**src/rtl/pfc_pkg.sv**
```systemverilog
package pfc_pkg;

   // Address decode: only the bits under the mask pick a register.
   localparam logic [31:0] PFC_SEL_MASK = 32'h0fff_0000;
   localparam logic [31:0] ADR_CONFIG   = 32'h0180_0000;
   localparam logic [31:0] ADR_AUX_A    = 32'h0190_0000;
   localparam logic [31:0] ADR_AUX_B    = 32'h0191_0000;
   localparam logic [31:0] ADR_DIAG     = 32'h01a0_0000;
   localparam logic [31:0] ADR_MODEM    = 32'h01b0_0000;
   localparam logic [31:0] ADR_SYSCTL   = 32'h01f0_0000;
   localparam logic [31:0] ADR_PWRMGT   = 32'h0a00_0000;

   // Bit positions that other logic decodes.
   localparam int AUXB_OFF_BIT = 0;
   localparam int AUXB_CLR_BIT = 1;
   localparam int AUXB_PF_BIT  = 5;
   localparam int CFG_PFEN_BIT = 3;
   localparam int SYS_REQ_BIT  = 0;
   localparam int SYS_STAT_BIT = 1;

   typedef enum logic [2:0] {
      SEL_NONE,
      SEL_CFG,
      SEL_AUXA,
      SEL_AUXB,
      SEL_DIAG,
      SEL_MODEM,
      SEL_PWRMGT,
      SEL_SYSCTL
   } pfc_sel_e;

   // Plain byte registers, index 0 must stay the configuration byte.
   localparam int N_PLAIN = 4;

   function automatic pfc_sel_e plain_sel(input int idx);
      case (idx)
         0:       return SEL_CFG;
         1:       return SEL_AUXA;
         2:       return SEL_DIAG;
         default: return SEL_MODEM;
      endcase
   endfunction

endpackage

```
**src/rtl/pfc_decode.sv**
```systemverilog
module pfc_decode
   import pfc_pkg::*;
#(
   parameter int ADDR_W = 32
) (
   input  logic [ADDR_W-1:0] addr,
   output pfc_sel_e          sel
);

   localparam logic [ADDR_W-1:0] MASK = ADDR_W'(PFC_SEL_MASK);

   generate
      if (ADDR_W < 28 || ADDR_W > 32) begin : g_bad_width
         $error("pfc_decode: ADDR_W must be 28..32");
      end
   endgenerate

   logic [ADDR_W-1:0] masked;

   always_comb begin
      masked = addr & MASK;
      if      (masked == ADDR_W'(ADR_CONFIG)) sel = SEL_CFG;
      else if (masked == ADDR_W'(ADR_AUX_A))  sel = SEL_AUXA;
      else if (masked == ADDR_W'(ADR_AUX_B))  sel = SEL_AUXB;
      else if (masked == ADDR_W'(ADR_DIAG))   sel = SEL_DIAG;
      else if (masked == ADDR_W'(ADR_MODEM))  sel = SEL_MODEM;
      else if (masked == ADDR_W'(ADR_SYSCTL)) sel = SEL_SYSCTL;
      else if (masked == ADDR_W'(ADR_PWRMGT)) sel = SEL_PWRMGT;
      else                                    sel = SEL_NONE;
   end

endmodule

```
**src/rtl/pfc_byte_reg.sv**
```systemverilog
module pfc_byte_reg #(
   parameter int W = 8
) (
   input  logic         clk,
   input  logic         rst,
   input  logic         we,
   input  logic [W-1:0] d,
   output logic [W-1:0] q
);

   always_ff @(posedge clk) begin
      if (rst)     q <= '0;
      else if (we) q <= d;
   end

endmodule

```
**src/rtl/pfc_pwrfail.sv**
```systemverilog
module pfc_pwrfail
   import pfc_pkg::*;
#(
   parameter int BYTE_W = 8
) (
   input  logic              clk,
   input  logic              rst,
   input  logic              wr_aux,
   input  logic [1:0]        wr_bits,
   input  logic              pwr_failing,
   input  logic              cfg_en,
   output logic [BYTE_W-1:0] aux_q,
   output logic              irq,
   output logic              shutdown_req
);

   generate
      if (BYTE_W <= AUXB_PF_BIT) begin : g_bad_width
         $error("pfc_pwrfail: BYTE_W too small for the status bit");
      end
   endgenerate

   logic pf_q, off_q, prev_q;
   logic pf_n, off_n, pf_evt;

   assign pf_evt = pwr_failing ^ prev_q;

   always_comb begin
      pf_n  = pf_q;
      off_n = off_q;
      if (wr_aux) begin
         off_n = wr_bits[AUXB_OFF_BIT];
         if (wr_bits[AUXB_CLR_BIT]) pf_n = 1'b0;
      end
      // An input change decides the status bit over a same-cycle write.
      if (pf_evt) pf_n = pwr_failing && cfg_en;
   end

   always_ff @(posedge clk) begin
      if (rst) begin
         pf_q         <= 1'b0;
         off_q        <= 1'b0;
         prev_q       <= 1'b0;
         shutdown_req <= 1'b0;
      end else begin
         pf_q         <= pf_n;
         off_q        <= off_n;
         prev_q       <= pwr_failing;
         shutdown_req <= wr_aux && wr_bits[AUXB_OFF_BIT];
      end
   end

   always_comb begin
      aux_q               = '0;
      aux_q[AUXB_OFF_BIT] = off_q;
      aux_q[AUXB_PF_BIT]  = pf_q;
   end

   assign irq = pf_q && cfg_en;

   // the status only rises when the enable was on at the event.
   assert_pf_needs_en_R4: assert property (@(posedge clk) disable iff (rst)
      $rose(pf_q) |-> $past(cfg_en));

   // a clear write without a competing input change leaves status low.
   assert_clr_drops_pf_R6: assert property (@(posedge clk) disable iff (rst)
      ($past(wr_aux) && $past(wr_bits[AUXB_CLR_BIT]) && !$past(pf_evt)) |-> !pf_q);

endmodule

```
**src/rtl/pfc_sysctl.sv**
```systemverilog
module pfc_sysctl
   import pfc_pkg::*;
#(
   parameter int SYS_W = 32
) (
   input  logic             clk,
   input  logic             rst,
   input  logic             set_req,
   output logic [SYS_W-1:0] q,
   output logic             reset_req
);

   localparam logic [SYS_W-1:0] STAT_VAL = SYS_W'(1) << SYS_STAT_BIT;

   always_ff @(posedge clk) begin
      if (rst) begin
         q         <= '0;
         reset_req <= 1'b0;
      end else begin
         if (set_req) q <= STAT_VAL;
         reset_req <= set_req;
      end
   end

endmodule

```
**src/rtl/pwrfail_ctl_regs.sv**
```systemverilog
module pwrfail_ctl_regs
   import pfc_pkg::*;
#(
   parameter int ADDR_W = 32,
   parameter int BYTE_W = 8,
   parameter int SYS_W  = 32
) (
   input  logic              clk,
   input  logic              rst,
   input  logic [ADDR_W-1:0] bus_addr,
   input  logic              bus_wr,
   input  logic [BYTE_W-1:0] bus_wdata,
   input  logic              bus_rd,
   output logic [SYS_W-1:0]  bus_rdata,
   input  logic              pwr_failing,
   output logic              pf_irq,
   output logic              shutdown_req,
   output logic              reset_req,
   output logic              halt_req
);

   generate
      if (BYTE_W != 8 || SYS_W < BYTE_W) begin : g_bad_width
         $error("pwrfail_ctl_regs: BYTE_W must be 8 and SYS_W >= BYTE_W");
      end
   endgenerate

   pfc_sel_e sel;

   pfc_decode #(.ADDR_W(ADDR_W)) decode_i (
      .addr (bus_addr),
      .sel  (sel)
   );

   logic [BYTE_W-1:0] plain_q [N_PLAIN];

   for (genvar gi = 0; gi < N_PLAIN; gi++) begin : g_plain
      pfc_byte_reg #(.W(BYTE_W)) reg_i (
         .clk (clk),
         .rst (rst),
         .we  (bus_wr && (sel == plain_sel(gi))),
         .d   (bus_wdata),
         .q   (plain_q[gi])
      );
   end

   logic [BYTE_W-1:0] aux_b_q;

   pfc_pwrfail #(.BYTE_W(BYTE_W)) pwrfail_i (
      .clk          (clk),
      .rst          (rst),
      .wr_aux       (bus_wr && (sel == SEL_AUXB)),
      .wr_bits      (bus_wdata[1:0]),
      .pwr_failing  (pwr_failing),
      .cfg_en       (plain_q[0][CFG_PFEN_BIT]),
      .aux_q        (aux_b_q),
      .irq          (pf_irq),
      .shutdown_req (shutdown_req)
   );

   logic [SYS_W-1:0] sys_q;

   pfc_sysctl #(.SYS_W(SYS_W)) sysctl_i (
      .clk       (clk),
      .rst       (rst),
      .set_req   (bus_wr && (sel == SEL_SYSCTL) && bus_wdata[SYS_REQ_BIT]),
      .q         (sys_q),
      .reset_req (reset_req)
   );

   logic [SYS_W-1:0] rd_mux;

   always_comb begin
      case (sel)
         SEL_CFG:    rd_mux = SYS_W'(plain_q[0]);
         SEL_AUXA:   rd_mux = SYS_W'(plain_q[1]);
         SEL_DIAG:   rd_mux = SYS_W'(plain_q[2]);
         SEL_MODEM:  rd_mux = SYS_W'(plain_q[3]);
         SEL_AUXB:   rd_mux = SYS_W'(aux_b_q);
         SEL_SYSCTL: rd_mux = sys_q;
         default:    rd_mux = '0;
      endcase
   end

   always_ff @(posedge clk) begin
      if (rst) begin
         bus_rdata <= '0;
         halt_req  <= 1'b0;
      end else begin
         bus_rdata <= bus_rd ? rd_mux : '0;
         halt_req  <= bus_wr && (sel == SEL_PWRMGT);
      end
   end

   // no interrupt while the configuration enable is off.
   assert_irq_gated_R5: assert property (@(posedge clk) disable iff (rst)
      pf_irq |-> plain_q[0][CFG_PFEN_BIT]);

   // a shutdown pulse always comes with power-off stored.
   assert_shutdown_off_R7: assert property (@(posedge clk) disable iff (rst)
      shutdown_req |-> aux_b_q[AUXB_OFF_BIT]);

   // a halt pulse only follows a power-management write.
   assert_halt_src_R8: assert property (@(posedge clk) disable iff (rst)
      halt_req |-> ($past(bus_wr) && $past(sel) == SEL_PWRMGT));

   // a reset pulse comes with the status value loaded.
   assert_reset_stat_R9: assert property (@(posedge clk) disable iff (rst)
      reset_req |-> (sys_q == (SYS_W'(1) << SYS_STAT_BIT)));

   // an unmapped read returns zero.
   assert_unmapped_zero_R3: assert property (@(posedge clk) disable iff (rst)
      ($past(bus_rd) && $past(sel) == SEL_NONE) |-> (bus_rdata == '0));

endmodule

```
**config.mk**
```make
export PLATFORM = sky130hd
export DESIGN_NAME = pwrfail_ctl_regs
export DESIGN_NICKNAME = d
export VERILOG_FILES = /design/src/rtl/pfc_pkg.sv /design/src/rtl/pfc_decode.sv /design/src/rtl/pfc_byte_reg.sv /design/src/rtl/pfc_pwrfail.sv /design/src/rtl/pfc_sysctl.sv /design/src/rtl/pwrfail_ctl_regs.sv
export SDC_FILE = /design/constraint.sdc
export NUM_CORES = 1
export LEC_CHECK = 0
export BUFFER_PORTS_ARGS = -buffer_cell sky130_fd_sc_hd__buf_2
export CORE_MARGIN = 3
export CORE_UTILIZATION = 45
export CTS_CLUSTER_DIAMETER = 60
export DETAILED_ROUTE_END_ITERATION = 6
export GPL_ROUTABILITY_DRIVEN = 0
export HOLD_SLACK_MARGIN = 0.02
export PLACE_DENSITY_LB_ADDON = 0.08
export SYNTH_ARGS = -nofsm -noshare
export SYNTH_HDL_FRONTEND = slang
export SYNTH_HIERARCHICAL = 1
export SYNTH_SLANG_ARGS = --single-unit
export TNS_END_PERCENT = 10
```
**constraint.sdc**
```tcl
create_clock -name clk -period 3 [get_ports clk]
set_input_delay 0.45 -clock clk [delete_from_list [all_inputs] [get_ports clk]]
set_output_delay 0.45 -clock clk [all_outputs]
set_load 0.05 [all_outputs]
```
After elaboration in Yosys (flattened, before gate mapping)
Cells that the tools add are included.
Widths: inputs -> output; s select.

storage, ports and cells
  word-level logic and storage cells = 54
  bits in registers = 71

operators by class
  equality and inequality tests = 14
  bitwise logic cells = 2
  mux-type cells = 11
  reductions and logical operators = 15

operators with widths
  cell                  number
  $eq 12x9->1 const B   6
  $pmux 8 s6            1
  $mux 3                7
  $eq 12x12->1 const B  1
  $eq 3x3->1 const B    4
  $logic_and 1x1->1     11
  $eq 3x2->1 const B    2
  $reduce_bool 2->1     2
  $eq 3x1->1 const B    1
  $mux 1                3
  $reduce_and 2->1      1
  $reduce_or 2->1       1
  $not 1->1             1
  $xor 1x1->1           1

Logic depth before layout (Yosys ltp)
  word-level depth = 12
  depth in mapped cells = 11

Hierarchy
The synthesis kept the hierarchy.

by module, submodules not included
  module            times used  cells each  sequential area each (um2)  area an instance (um2)
  pwrfail_ctl_regs  1           125         660.6                       1,362.6
  pfc_byte_reg      4           26          160.2                       285.3
  pfc_sysctl        1           36          40.0                        292.8
  pfc_pwrfail       1           24          80.1                        216.5
  pfc_decode        1           20          0.0                         126.4

Worst setup path before layout
OpenSTA, ideal clock, no wires.

  kind = input to register
  start point = input bus_addr[25]
  end point = register bus_rdata[3]
  setup slack = 484 ps
  data arrival time = 2,383 ps
  stages on the path = 7
  required time = 2,867 ps
  path through = nor4_1 -> nand3_1 -> a211oi_1 -> buf_6 -> mux4_2 -> nor2b_1 -> nor3_1

between the ends
  longest elaborated chain between the ends = 10
  elaborated cells on any way between the ends = 21
  those cells by class = eq/ne (13); mux (8)

RTL lines
  item                                      RTL line                RTL
  start: declaration                        pwrfail_ctl_regs.sv:10  input logic [ADDR_W-1:0] bus_addr,
  $eq 12x12->1                              pfc_decode.sv:28        else if (masked == ADDR_W'(ADR_PWRMGT)) sel = SEL_PWRMGT;
  $mux 3                                    pfc_decode.sv:28
  $mux 3                                    pfc_decode.sv:27        else if (masked == ADDR_W'(ADR_SYSCTL)) sel = SEL_SYSCTL;
  $mux 3                                    pfc_decode.sv:26        else if (masked == ADDR_W'(ADR_MODEM)) sel = SEL_MODEM;
  $mux 3                                    pfc_decode.sv:25        else if (masked == ADDR_W'(ADR_DIAG)) sel = SEL_DIAG;
  $mux 3                                    pfc_decode.sv:24        else if (masked == ADDR_W'(ADR_AUX_B)) sel = SEL_AUXB;
  $mux 3                                    pfc_decode.sv:23        else if (masked == ADDR_W'(ADR_AUX_A)) sel = SEL_AUXA;
  $mux 3 (*)                                pfc_decode.sv:22        if (masked == ADDR_W'(ADR_CONFIG)) sel = SEL_CFG;
  named net sel[2]                          pwrfail_ctl_regs.sv:28  pfc_sel_e sel;
  $eq 3x3->1, or another cell as far along  pwrfail_ctl_regs.sv:74  case (sel)
  $pmux 8 s6 (*)                            pwrfail_ctl_regs.sv:74
  end signal: assignment                    pwrfail_ctl_regs.sv:90  bus_rdata <= bus_rd ? rd_mux : '0;
  end: declaration                          pwrfail_ctl_regs.sv:14  output logic [SYS_W-1:0] bus_rdata,

Mark *: on every way through the listed nets, which the timed path passes. The rest lies on a longest branch.
A chain may end at the register's enable or synchronous reset.

Final worst setup path
  start point = input bus_addr[25]
  end point = register g_plain[3].reg_i.q[5]

between the ends
  longest elaborated chain between the ends = 10
  elaborated cells on any way between the ends = 16
  those cells by class = eq/ne (8); mux (7); reduce/logical (1)

RTL lines
  item                    RTL line                RTL
  $eq 12x12->1            pfc_decode.sv:28
  $mux 3                  pfc_decode.sv:28
  $mux 3                  pfc_decode.sv:27
  $mux 3                  pfc_decode.sv:26
  $mux 3                  pfc_decode.sv:25
  $mux 3                  pfc_decode.sv:24
  $mux 3                  pfc_decode.sv:23
  $mux 3 (*)              pfc_decode.sv:22
  named net sel[2]        pwrfail_ctl_regs.sv:28
  $eq 3x3->1 (*)          pwrfail_ctl_regs.sv:41  .we (bus_wr && (sel == plain_sel(gi))),
  $logic_and 1x1->1 (*)   pwrfail_ctl_regs.sv:41
  end signal: assignment  pfc_byte_reg.sv:12      if (rst) q <= '0;
  end signal: assignment  pfc_byte_reg.sv:13      else if (we) q <= d;
  end: declaration        pfc_byte_reg.sv:8       output logic [W-1:0] q

Marks and branches as above.

==> results.json <==
{
  "total_power_mw": 1.73,
  "synthArstFlopShare": 0,
  "clockBufferDepth": 2,
  "synthFlopType": "dfxtp_1",
  "synth_top_area_frac": 0.453,
  "critPathArrivalTime_ns": 2.81,
  "cp_slowest_cell": "nor2_1",
  "switching_power_uw": 383,
  "skew_ns": 0.00832,
  "slew_violations": 0,
  "status": "finished clean",
  "pwr-share-comb": 0.031,
  "viasPerCell": 4.51,
  "ir_drop_mv": 0.312,
  "cts_buffers": 9,
  "crit_path_end_kind": "register",
  "cts_setup_buffers": 0,
  "root_buffer": "clkbuf_8",
  "syn_avg_cell_area_um2": 10.2,
  "yosysTopAreaCell": "dfxtp_1",
  "ant_nets": 0,
  "synth_area_um2": 3140,
  "min_period_ns": 2.62,
  "worstPathRequired_ns": 3.19,
  "drt_wl_total_um": 5860,
  "multi_input_area_um2": 1430,
  "synth_warnings": 6,
  "hold_end": "pwrfail_i/prev_q$_SDFF_PP0_",
  "yosysUniqueCellTypes": 44,
  "tightest_slew_ns": 1.06,
  "path_clk_slew_ns": 0.07,
  "cp_max_fo": 14,
  "cp_top_family": "simple AND/OR/NAND/NOR gates",
  "hold_viol_final": 0,
  "timing.setup.tns_ns": 0,
  "dp_cells": 451,
  "die_area_um2": 8010,
  "post-route-util": 0.540,
  "cp-start-kind": "input port",
  "r2r_setup_slack_ns": 1.82,
  "critPathKind": "in2reg",
  "hp-start": "pwr_failing",
  "yosysSeqAreaShare": 0.453,
  "synth.top_cells.by_area": "dfxtp_1 45%, mux2i_1 11%, buf_4 9.6%",
  "fillers": 608,
  "seqPwrFrac": 0.546,
  "grt_pass1_wl_um": 9670,
  "grt_max_degree": 42,
  "area_growth_pct": 13.0,
  "core_um2": 6570,
  "max_stage_delay_ns": 0.77,
  "pwr-share-clk": 0.423,
  "finalCritPeriodShare": 0.872,
  "r2r_cells": 3,
  "r2r_start": "g_plain[3].reg_i/q[0]$_SDFFE_PP0P_",
  "grt_pass1_vias": 2020,
  "regToRegEndpoint": "bus_rdata[0]$_SDFF_PP0_",
  "drv_cap": 0,
  "use_met1": 0.202,
  "insertion_delay_ns": 0.34,
  "initial_core_util": 0.478,
  "dpl.hpwl_um": 4100,
  "switching_share": 0.222,
  "stdcell_count": 467,
  "cp_num_buf_inv": 2,
  "hold_buffers": 0,
  "synth_cells": 309,
  "post_route_cells_drive_above_1_share": 0.262,
  "globalRouteMet2Util": 0.248,
  "crit_chain": "buf_2, nor4_1, nand3_1, a211oi_2, buf_12, nand2_2, nor2_1, mux2i_1, nor2_1",
  "dpl-instance-area_um2": 3360,
  "maxSlewHeadroom": 0.288,
  "finalSetupViolCount": 0,
  "post-route-drc-count": 0,
  "synth_edf_count": 0,
  "wl_per_cell_um": 12.5,
  "internal_power_mw": 1.34,
  "grt_overflow": 0,
  "grt_setup_unrepaired": "no",
  "antenna_cells": 0,
  "path_common_cell": "nor2_1",
  "portBuffers": 60,
  "die_y_um": 89.5,
  "design_area_um2": 3550,
  "ioPinCount": 81,
  "fp-row-count": 29,
  "grt_busiest_layer": "met2",
  "pwr_density_cell_nw_per_um2": 487,
  "seqCellArea_um2": 1420,
  "hold_path_depth": 2,
  "met3_usage": 0.0535,
  "htreeDepth": 3,
  "first_pass_iters": 4,
  "die_w_um": 89.5,
  "vias": 2106,
  "cts_tree": "built",
  "fmax_mhz": 382,
  "fin_nets": 414,
  "drt_iter0_markers": 102,
  "cts_resized": 0,
  "ys_ff_latch": 71,
  "worstHoldPathType": "in2reg",
  "cts_sinks": 71,
  "antenna_found_initial": 0,
  "power_leakage_nw": 1.50,
  "track_usage": 0.161
}
## power by group through the flow
stage,combinational (mW),sequential [mW],clock (mW)
6_report,0.0530,0.943,0.731
5_1_grt,0.0610,0.943,0.800
4_1_cts,0.0525,0.943,0.764
3_5_place_dp,0.0523,0.965,0
3_3_place_gp,0.0520,0.965,0
2_1_floorplan,0.0563,0.965,0
## stage by stage
stage	hold WS [ns]	worst slack, ns
after CTS	0.354	0.423
after global routing	0.367	0.237
final	0.373	0.384
after floorplan	0.444	0.484
after global placement	0.456	0.0752
after detailed placement	0.473	0.0625
## worst register-to-register path, stage by stage (launching register included)
cell and delay (ns):
dfxtp_1 0.31, mux4_1 0.51, nor2b_1 0.17, nor3_1 0.07
## how the worst max path moves through the flow
stage                       from                                  to  slack, ns  depth (start not counted)
floorplan           bus_addr[25]             bus_rdata[3]$_SDFF_PP0_       0.48                          7
global placement    bus_addr[25]  g_plain[3].reg_i/q[5]$_SDFFE_PP0P_       0.08                          9
detailed placement  bus_addr[25]  g_plain[3].reg_i/q[0]$_SDFFE_PP0P_       0.06                          9
CTS                 bus_addr[25]  g_plain[3].reg_i/q[1]$_SDFFE_PP0P_       0.42                          9
global route        bus_addr[25]  g_plain[3].reg_i/q[0]$_SDFFE_PP0P_       0.24                          9
finish              bus_addr[25]  g_plain[3].reg_i/q[5]$_SDFFE_PP0P_       0.38                          9
## cell usage in the layout (no fill, tap or decap), drive strengths merged, types with 2 or more instances in the layout
cell type / netlist / layout
o21ai: 3 / 3
inv: 2 / 2
nand2b: 4 / 4
and4bb: 2 / 2
clkbuf: 0 / 10
a222oi: 2 / 2
nand2: 7 / 7
and2: 25 / 25
a21oi: 3 / 3
a211oi: 2 / 2
clkinv: 0 / 4
conb: 2 / 37
a221oi: 5 / 5
mux2: 2 / 2
nor2b: 8 / 8
buf: 55 / 69
mux2i: 36 / 36
mux4: 5 / 5
dfxtp: 71 / 71
or3b: 2 / 2
nor3: 8 / 8
nor2: 47 / 47
nand3: 5 / 5
## sequential cells by signal, summed over array words and instances (netlist names)
register	flops
halt_req	1
sysctl_i/reset_req	1
g_plain.reg_i/q	32
bus_rdata	32
pwrfail_i/off_q	1
pwrfail_i/prev_q	1
sysctl_i/q	1
pwrfail_i/shutdown_req	1
pwrfail_i/pf_q	1
## kinds of logic (layout without fill, tap and decap cells)
| logic type | count (synthesis) | after routing | synth area share |
|---|---|---|---|
| DFF | 71 | 71 | 0.453 |
| xor gates and xnor gates | 1 | 1 | 0.00279 |
| buffers and inverters | 57 | 87 | 0.134 |
| other | 2 | 37 | 0.00239 |
| AOI/OAI and AO/OA | 21 | 21 | 0.0562 |
| and+or+nand+nor | 114 | 114 | 0.191 |
| muxes | 43 | 43 | 0.160 |
## metal layers
metal | wire length [um] | vias up
met5 | 0 | -
met4 | 112 | 0
met3 | 311 | 10
met2 | 2650 | 47
met1 | 2780 | 957
li1 | - | 1092
## cells in the mapped netlist (4+ instances only)
cell,instances
dfxtp_1,71
nor2_1,45
buf_4,40
mux2i_1,36
and2_1,25
nor2b_1,8
nor3_1,8
buf_6,7
nand2_1,6
a221oi_1,5
nand3_1,5
buf_1,4
buf_2,4
mux4_2,4
nand2b_1,4
## final cells by class
type,instances,share of cell area
multi-input cells,216,0.404
flip-flops and latches,71,0.401
repair buffers,69,0.107
clock buffers,10,0.0360
well taps,93,0.0328
clock inverters,6,0.0173
inverters,2,0.00212
Power figures use the tool's default switching activity.
